File: src/rtl/sad_vec_pkg.sv
package sad_vec_pkg;
    typedef enum logic [1:0] {
        SV_OP_NONE = 2'b00,
        SV_OP_FULL = 2'b01,
        SV_OP_HALF = 2'b10,
        SV_OP_DIAG = 2'b11
    } sv_op_e;
endpackage

File: src/rtl/sad_ref_interp.sv
module sad_ref_interp
    import sad_vec_pkg::*;
#(
    parameter int LANES = 16,
    parameter int PEL_W = 8
) (
    input  sv_op_e                   op,
    input  logic [LANES*PEL_W-1:0]   ref_a,
    input  logic [LANES*PEL_W-1:0]   ref_b,
    input  logic [LANES*PEL_W-1:0]   ref_c,
    input  logic [LANES*PEL_W-1:0]   ref_d,
    output logic [LANES*PEL_W-1:0]   ref_mix
);
    localparam int EXT_W = PEL_W + 2;

    for (genvar i = 0; i < LANES; i++) begin : g_lane
        logic [PEL_W-1:0] pa, pb, pc, pd;
        logic [EXT_W-1:0] sum2, sum4;
        assign pa = ref_a[i*PEL_W +: PEL_W];
        assign pb = ref_b[i*PEL_W +: PEL_W];
        assign pc = ref_c[i*PEL_W +: PEL_W];
        assign pd = ref_d[i*PEL_W +: PEL_W];
        assign sum2 = EXT_W'(pa) + EXT_W'(pb) + EXT_W'(1);
        assign sum4 = EXT_W'(pa) + EXT_W'(pb) + EXT_W'(pc) + EXT_W'(pd) + EXT_W'(2);

        always_comb begin
            case (op)
                SV_OP_HALF: ref_mix[i*PEL_W +: PEL_W] = sum2[PEL_W:1];
                SV_OP_DIAG: ref_mix[i*PEL_W +: PEL_W] = sum4[PEL_W+1:2];
                default:    ref_mix[i*PEL_W +: PEL_W] = pa;
            endcase
        end
    end
endmodule

File: src/rtl/sad_lane_diff.sv
module sad_lane_diff #(
    parameter int LANES = 16,
    parameter int PEL_W = 8
) (
    input  logic [LANES*PEL_W-1:0] cur,
    input  logic [LANES*PEL_W-1:0] refv,
    output logic [LANES*PEL_W-1:0] absd
);
    for (genvar i = 0; i < LANES; i++) begin : g_lane
        logic [PEL_W-1:0] c, r;
        assign c = cur[i*PEL_W +: PEL_W];
        assign r = refv[i*PEL_W +: PEL_W];
        assign absd[i*PEL_W +: PEL_W] = (c >= r) ? (c - r) : (r - c);
    end
endmodule

File: src/rtl/sad_sum_tree.sv
module sad_sum_tree #(
    parameter int LANES = 16,
    parameter int PEL_W = 8,
    parameter int SUM_W = PEL_W + $clog2(LANES) + 1
) (
    input  logic [LANES*PEL_W-1:0] absd,
    output logic [SUM_W-1:0]       total
);
    localparam int LEVELS = $clog2(LANES);
    localparam int LEAVES = 1 << LEVELS;

    logic [SUM_W-1:0] node [2*LEAVES-1];

    for (genvar i = 0; i < LEAVES; i++) begin : g_leaf
        if (i < LANES) begin : g_used
            assign node[LEAVES-1+i] = SUM_W'(absd[i*PEL_W +: PEL_W]);
        end else begin : g_pad
            assign node[LEAVES-1+i] = '0;
        end
    end

    for (genvar n = 0; n < LEAVES-1; n++) begin : g_node
        assign node[n] = node[2*n+1] + node[2*n+2];
    end

    assign total = node[0];
endmodule

File: src/rtl/sad_vec_unit.sv
module sad_vec_unit
    import sad_vec_pkg::*;
#(
    parameter int LANES = 16,
    parameter int PEL_W = 8,
    parameter int ACC_W = 32
) (
    input  logic                   clk,
    input  logic                   rst_n,
    input  logic                   op_valid,
    input  logic [1:0]             op_code,
    input  logic [LANES*PEL_W-1:0] cur_vec,
    input  logic [LANES*PEL_W-1:0] ref_a,
    input  logic [LANES*PEL_W-1:0] ref_b,
    input  logic [LANES*PEL_W-1:0] ref_c,
    input  logic [LANES*PEL_W-1:0] ref_d,
    input  logic [ACC_W-1:0]       acc_in,
    output logic [ACC_W-1:0]       acc_out,
    output logic                   done
);
    localparam int VEC_W   = LANES * PEL_W;
    localparam int SUM_W   = PEL_W + $clog2(LANES) + 1;
    localparam int MAX_SUM = LANES * ((1 << PEL_W) - 1);

    typedef struct packed {
        logic [ACC_W-1:0] acc;
        logic             done;
    } state_t;

    sv_op_e           op;
    logic [VEC_W-1:0] ref_mix, absd;
    logic [SUM_W-1:0] total;
    state_t           st_d, st_q;

    assign op = sv_op_e'(op_code);

    sad_ref_interp #(.LANES(LANES), .PEL_W(PEL_W)) u_interp (
        .op(op), .ref_a(ref_a), .ref_b(ref_b), .ref_c(ref_c), .ref_d(ref_d),
        .ref_mix(ref_mix)
    );

    sad_lane_diff #(.LANES(LANES), .PEL_W(PEL_W)) u_diff (
        .cur(cur_vec), .refv(ref_mix), .absd(absd)
    );

    sad_sum_tree #(.LANES(LANES), .PEL_W(PEL_W), .SUM_W(SUM_W)) u_tree (
        .absd(absd), .total(total)
    );

    always_comb begin
        st_d      = st_q;
        st_d.done = op_valid;
        if (op_valid) begin
            if (op == SV_OP_NONE) st_d.acc = acc_in;
            else                  st_d.acc = acc_in + ACC_W'(total);
        end
    end

    always_ff @(posedge clk or negedge rst_n) begin
        if (!rst_n) st_q <= '0;
        else        st_q <= st_d;
    end

    assign acc_out = st_q.acc;
    assign done    = st_q.done;


    done_follows_valid_chk: assert property (@(posedge clk) disable iff (!rst_n)
        op_valid |=> done);


    quiet_when_idle_chk: assert property (@(posedge clk) disable iff (!rst_n)
        !op_valid |=> (!done && $stable(acc_out)));


    unknown_op_pass_chk: assert property (@(posedge clk) disable iff (!rst_n)
        (op_valid && op_code == 2'b00) |=> (acc_out == $past(acc_in)));


    sum_bound_chk: assert property (@(posedge clk) disable iff (!rst_n)
        (op_valid && op_code != 2'b00) |=> ((acc_out - $past(acc_in)) <= ACC_W'(MAX_SUM)));


    equal_vectors_zero_chk: assert property (@(posedge clk) disable iff (!rst_n)
        (op_valid && op_code == 2'b01 && cur_vec == ref_a) |=> (acc_out == $past(acc_in)));
endmodule

File: config.mk
export PLATFORM = sky130hd
export DESIGN_NAME = sad_vec_unit
export DESIGN_NICKNAME = d
export VERILOG_FILES = /design/src/rtl/sad_vec_pkg.sv /design/src/rtl/sad_ref_interp.sv /design/src/rtl/sad_lane_diff.sv /design/src/rtl/sad_sum_tree.sv /design/src/rtl/sad_vec_unit.sv
export SDC_FILE = /design/constraint.sdc
export NUM_CORES = 2
export LEC_CHECK = 0
export BUFFER_PORTS_ARGS = -buffer_cell sky130_fd_sc_hd__buf_2
export CAP_MARGIN = 20
export CORE_ASPECT_RATIO = 1.25
export CORE_MARGIN = 3
export CORE_UTILIZATION = 45
export CTS_CLUSTER_DIAMETER = 50
export DETAILED_ROUTE_END_ITERATION = 10
export PLACE_DENSITY = 0.73
export SYNTH_ARGS = -nofsm -noshare
export SYNTH_HDL_FRONTEND = slang
export SYNTH_SLANG_ARGS = --single-unit
export TNS_END_PERCENT = 1
File: constraint.sdc
create_clock -name clk -period 0.9 [get_ports clk]
set_input_delay 0.045 -clock clk [delete_from_list [all_inputs] [get_ports clk]]
set_output_delay 0.045 -clock clk [all_outputs]
set_load 0.05 [all_outputs]
; ---- Word-level counts from Yosys, hierarchy flattened
; Cells that the tools add are included.
[word_totals]
reg_bits = 33
latchBits = 0
ramBits = 0
mem_bits_ro = 0
in_bits = 677
n_memories = 0
[classes]
addsub = 128
mul = 0
div = 0
n_lt_le_gt_ge = 16
eq_ne = 2
shifts = 0
n_mux = 33
bitwise = 0
reduce_logical = 1
[op_table]
columns = cell, count
row1 = 10-bit by 8-bit adder with 10-bit output, 32
row2 = 8-bit one-hot mux with 2 select lines, 16
row3 = 8-bit subtractor, 32
row4 = 8-bit by 8-bit adder with 9-bit output, 24
row5 = "10-bit by 2-bit adder with 10-bit output, second input constant", 16
row6 = "9-bit by 1-bit adder with 9-bit output, second input constant", 16
row7 = 8-bit >= comparator, 16
row8 = 8-bit two-way mux, 16
row9 = 9-bit by 9-bit adder with 10-bit output, 4
row10 = 32-bit by 13-bit adder with 32-bit output, 1
row11 = 32-bit two-way mux, 1
row12 = 10-bit by 10-bit adder with 11-bit output, 2
row13 = 11-bit by 11-bit adder with 12-bit output, 1
row14 = "2-bit == test, second input constant", 2
row15 = 2-bit logical NOT, 1

; ---- Longest topological paths before layout
[depth]
depth_word = 13
ltp_mapped = 50
depth_no_buf = 49

; ---- By module
; From an unflattened synthesis, not the netlist that was laid out.
[unflattened]
hier_cells = 4331
area_unflattened_um2 = 33290.7
[by_module_without_submodules]
columns = module, n_inst, cells_each, area_each_um2, seq_area_each_um2
row1 = sad_ref_interp, 1, 2225, 16779.8, 0.0
row2 = sad_lane_diff, 1, 1327, 10007.1, 0.0
row3 = sad_sum_tree, 1, 499, 4096.4, 0.0
row4 = sad_vec_unit, 1, 280, 2407.3, 825.8

; ---- Worst setup path after synthesis
; No wires, ideal clock.
[synth_timing]
kind = input port to flip-flop
startpoint = in ref_a[80]
endpoint = reg st_q (netlist bit acc_out[24])
arrival_ns = 11.113
required_ns = 0.763
path_slack_ns = -10.350
cell_stages = 45
path_buffers = 0
path_cell_list = ha_1 inv_1 fa_1 xnor2_1 inv_1 fa_1 inv_1 ha_1 o21ai_0 o21bai_1 or3_1 a31oi_1 xnor2_1 nand2_1 a31o_2 ha_1 o21a_1 o211ai_1 (+9 left out) fa_1 inv_1 fa_1 inv_1 ha_1 a21o_1 a21oi_1 o21bai_1 a2111oi_0 o31ai_1 a21oi_1 xnor2_1 ha_1 a21o_1 a2111oi_2 nor3_1 xnor2_1 a21oi_1
[synth_via]
elab_chain_len = 13
word_cells_on_any_way = 16
[synth_lines]
columns = element, line
row1 = start: declaration, sad_vec_unit.sv:13  ; input logic [LANES*PEL_W-1:0] ref_a,
row2 = 8-bit by 8-bit adder with 9-bit output, "sad_ref_interp.sv:23, sad_ref_interp.sv:24"
row3 = 10-bit by 8-bit adder with 10-bit output (2 in a row), sad_ref_interp.sv:24  ; assign sum4 = EXT_W'(pa) + EXT_W'(pb) + EXT_W'(pc) + EXT_W'(pd) + EXT_W'(2);
row4 = 10-bit by 2-bit adder with 10-bit output, sad_ref_interp.sv:24
row5 = 8-bit one-hot mux with 2 select lines (*), sad_ref_interp.sv:27  ; case (op)
row6 = 8-bit subtractor / 8-bit >= comparator (equally long branches), sad_lane_diff.sv:13  ; assign absd[i*PEL_W +: PEL_W] = (c >= r) ? (c - r) : (r - c);
row7 = 8-bit two-way mux (*), sad_lane_diff.sv:13
row8 = 8-bit by 8-bit adder with 9-bit output (*), sad_sum_tree.sv:23  ; assign node[n] = node[2*n+1] + node[2*n+2];
row9 = 9-bit by 9-bit adder with 10-bit output (*), sad_sum_tree.sv:23
row10 = 10-bit by 10-bit adder with 11-bit output (*), sad_sum_tree.sv:23
row11 = 11-bit by 11-bit adder with 12-bit output (*), sad_sum_tree.sv:23
row12 = 32-bit by 13-bit adder with 32-bit output (*), sad_vec_unit.sv:55  ; else st_d.acc = acc_in + ACC_W'(total);
row13 = 32-bit two-way mux (*), sad_vec_unit.sv:54  ; if (op == SV_OP_NONE) st_d.acc = acc_in;
row14 = end signal: assignment, sad_vec_unit.sv:61  ; else st_q <= st_d;
row15 = end: declaration, sad_vec_unit.sv:33  ; state_t st_d, st_q;
; Every way passes the cells marked *; elsewhere a longest branch is shown, timed or not.
; A chain may end at the register's enable or synchronous reset.

; ---- Worst setup path after layout
[layout_timing]
startpoint = in ref_a[112]
endpoint = reg st_q (netlist bit acc_out[26])
; Same word-level chain as after synthesis.

==> flow_summary.toml <==
[outcome]
status = "finished, violations left"
violations = "negative setup slack"

[logic_synthesis]
synthArstFlopShare_pct = 100
synth_edf_count = 0
synth_ff_type = "dfrtp_1"
seq_area_frac_synth_pct = 2.46
syn_nets = 5885
ys_warn_count = 0
synth_cell_types = 77
synthCells = 4364
synth_area_sq_mm = 0.0336
syn_avg_cell_area_sq_um = 7.70
ys_ff_latch = 33

[cells_and_area]
finalNonFillerCells = 7321
fillers = 5874
final_common_cell = "buf_4"
area_growth_pct = 49.0
final_cell_mix = "buf_4, inv_1, buf_2"
drive_gt1_share_pct = 37.4
nNetsFinal = 7818
utilization_pct = 68.0
postLayoutCellArea_sq_mm = 0.0501

[routing]
post-route-drc-count = 0
drtPass1Iterations = 5
drt_iter0_markers = 1917
postRouteWirelength_microns = 127000
avgRoutedWirePerCell_microns = 17.4
drtAntennaViolNets = 0
vias = 38499
viasPerCell = 5.26

[placed_design]
port_buffers = 709
place.gp.congestion = 0.963
dp_hpwl_microns = 110000
place_inst = 7172
dpl_cell_area_sq_mm = 0.0475

[global_route]
track_usage_pct = 30.9
grt_pass1_wl_microns = 198000
antenna_found_initial = 72
overflow = 0
grt_pass1_vias = 40000
grt_max_degree = 34

[floorplanning]
fp.coreArea_sq_mm = 0.0736
start_util_pct = 45.7
io_pins = 710
dieArea_sq_mm = 0.0780
die_h_microns = 312
die_w_microns = 250
rows = 111

[worst_setup_path]
cp_data_arrival_time_ps = 11000
slowest_stage = "fa_1"
r2r_setup_slack_ps = -10
cp-end-kind = "register"
ff2ff_path_depth = 3
slowest_delay_ps = 540
crit_fanout = 3
crit_start = "ref_a[112]"
startpoint_type = "primary input"
r2r_end = "acc_out[10]"
reg2reg_from = "acc_out[10]"
critPathRequiredTime_ps = 1080
crit_top_cell = "fa_1"
crit_type = "primary input to register"

[clock_network]
htreeDepth = 2
cts_max_path_buffers = 2
cts_tree = "yes"
cts.sink_count = 33
cts_made_buffers = 5
clkTransAtPathRegs_ps = 60
root_buffer = "clkbuf_16"
clock_latency_ps = 280

[pwr]
p_clk_share_pct = 0.9
switchingPower_w = 0.0997
switching_share_pct = 50.1
p_leak_nw = 27.3
ir_drop_mv = 10.4
internal_power_w = 0.0994
seqPwrFrac_pct = 1.2
pwr-share-comb_pct = 97.9
pwr_density_cell_mw_per_mm2 = 3970

[worst_hold_path]
worstHoldEndpoint = "acc_out[0]"
min_path_type = "primary input to register"
hold_depth = 3
worstHoldStart = "acc_in[0]"

[sta]
fin_setup_tns_ps = -294790
finalCriticalPeriod_ps = 10810
slew_headroom_pct = 56.2
fin_hold_ws_ps = 55.4
fin_crit_sh_pct = 1200
worstMarginPinSlew_ps = 649
fin_ws_ps = -9910
final-hold-violation-count = 0
finalMaxSlewViolations = 0
rsz0062_at_grt = "true"
timing.fmax_mhz = 92.5
setup_viol_count_final = 36
fin_skew_ps = 0

[run]
drv_cap = 0
[Yosys cell counts (all sizes together), types with 11 or more instances]
library cell	n	area (sq um)
o21a	63	473
ha	591	7390
nor3	82	425
nand2	108	405
a211o	13	114
mux2	28	315
o31a	18	158
a31oi	30	194
buf	14	57.6
or3	24	150
xor2	133	1160
xnor2	245	2150
nor4	32	200
inv	867	3250
nor2b	104	651
fa	253	5060
clkbuf	60	225
o31ai	11	82.6
nand4	20	125
o21bai	61	458
dfrtp	33	826
nor2	257	965
and4	15	131
nand2b	109	682
a31o	15	131
mux2i	146	1460
a21oi	261	1310
and2	13	81.3
nand3	50	250
o211ai	39	293
or2	20	125
a22oi	14	105
o21ai	307	1540
o221ai	17	149
and3	27	170
a211oi	45	348
a21o	116	872
[power groups by stage]
stage | logic, W | registers (W) | clock network [W]
after floorplan | 0.107 | 0.00378 | 0
after global placement | 0.164 | 0.00232 | 0
after detailed placement | 0.168 | 0.00231 | 0
after CTS | 0.193 | 0.00238 | 0.00167
after global routing | 0.205 | 0.00243 | 0.00174
final | 0.195 | 0.00243 | 0.00169
[kinds of logic (layout without fill, tap and decap cells)]
logic type               after synthesis  count (layout)  share of synthesized area, %
flip-flops                            33              33                          2.46
buffers and inverters                941            2874                          10.5
multiplexers                         174             174                          5.29
AO/OA/AOI/OAI                       1095            1095                          20.9
other                                  0              64                             0
XOR/XNOR                             378             378                          9.87
adder cells (fa/ha/maj)              844             844                          37.1
AND/OR/NAND/NOR                      899             899                          13.9
[timing repair]
item	in CTS	in global routing
hold buffers	1	0
setup endpoints to repair	64	54
pin swaps	230	13
cloned	1	0
resized for setup	341	40
setup buffers	75	3
endpoints found under the hold margin	33	0
[area by class of cell]
type	instances	area, sq um	share of cell area [%]
multi-input cells	3390	30800	61.4
repair buffers	2000	13700	27.4
inverters	867	3250	6.50
well taps	960	1200	2.40
flip-flops and latches	33	826	1.65
diodes	64	160	0.320
clock buffers	7	143	0.285
[worst max-delay path: cells and delay by family]
kind            cells  cell delay, ps
compound gates     18            3600
xor+xnor            5             680
fa+ha+maj          13            5170
buf+inv            12            1220
mux                 1             210
simple gates        1              50
[layer usage]
metal	global-route usage (%)	wire length [microns]	up-vias	part of all wire [%]
met2	58.3	65400	1173	51
met1	34.6	49300	18239	39
met5	0	107	-	0.084
li1	-	-	18700	-
met4	14.2	6780	16	5.3
met3	3.12	5560	371	4.4
[metrics by stage]
stage	total power (W)	setup slack, ps
finish	0.199	-9910
global route	0.209	-10350
CTS	0.197	-9500
detailed placement	0.170	-10450
global placement	0.167	-10250
floorplan	0.111	-9710
[flip-flops by register name, indices dropped and copies added (netlist names)]
name / cells
acc_out: 32
done: 1
[worst max path at each step]
| stage | endpoint | slack, ps |
|---|---|---|
| final | acc_out[26] | -9910 |
| after global routing | acc_out[26] | -10350 |
| after CTS | acc_out[18] | -9500 |
| after detailed placement | acc_out[12] | -10450 |
| after global placement | acc_out[12] | -10250 |
| after floorplan | acc_out[24] | -9710 |
Note: power is estimated with default switching activity, not from simulation.
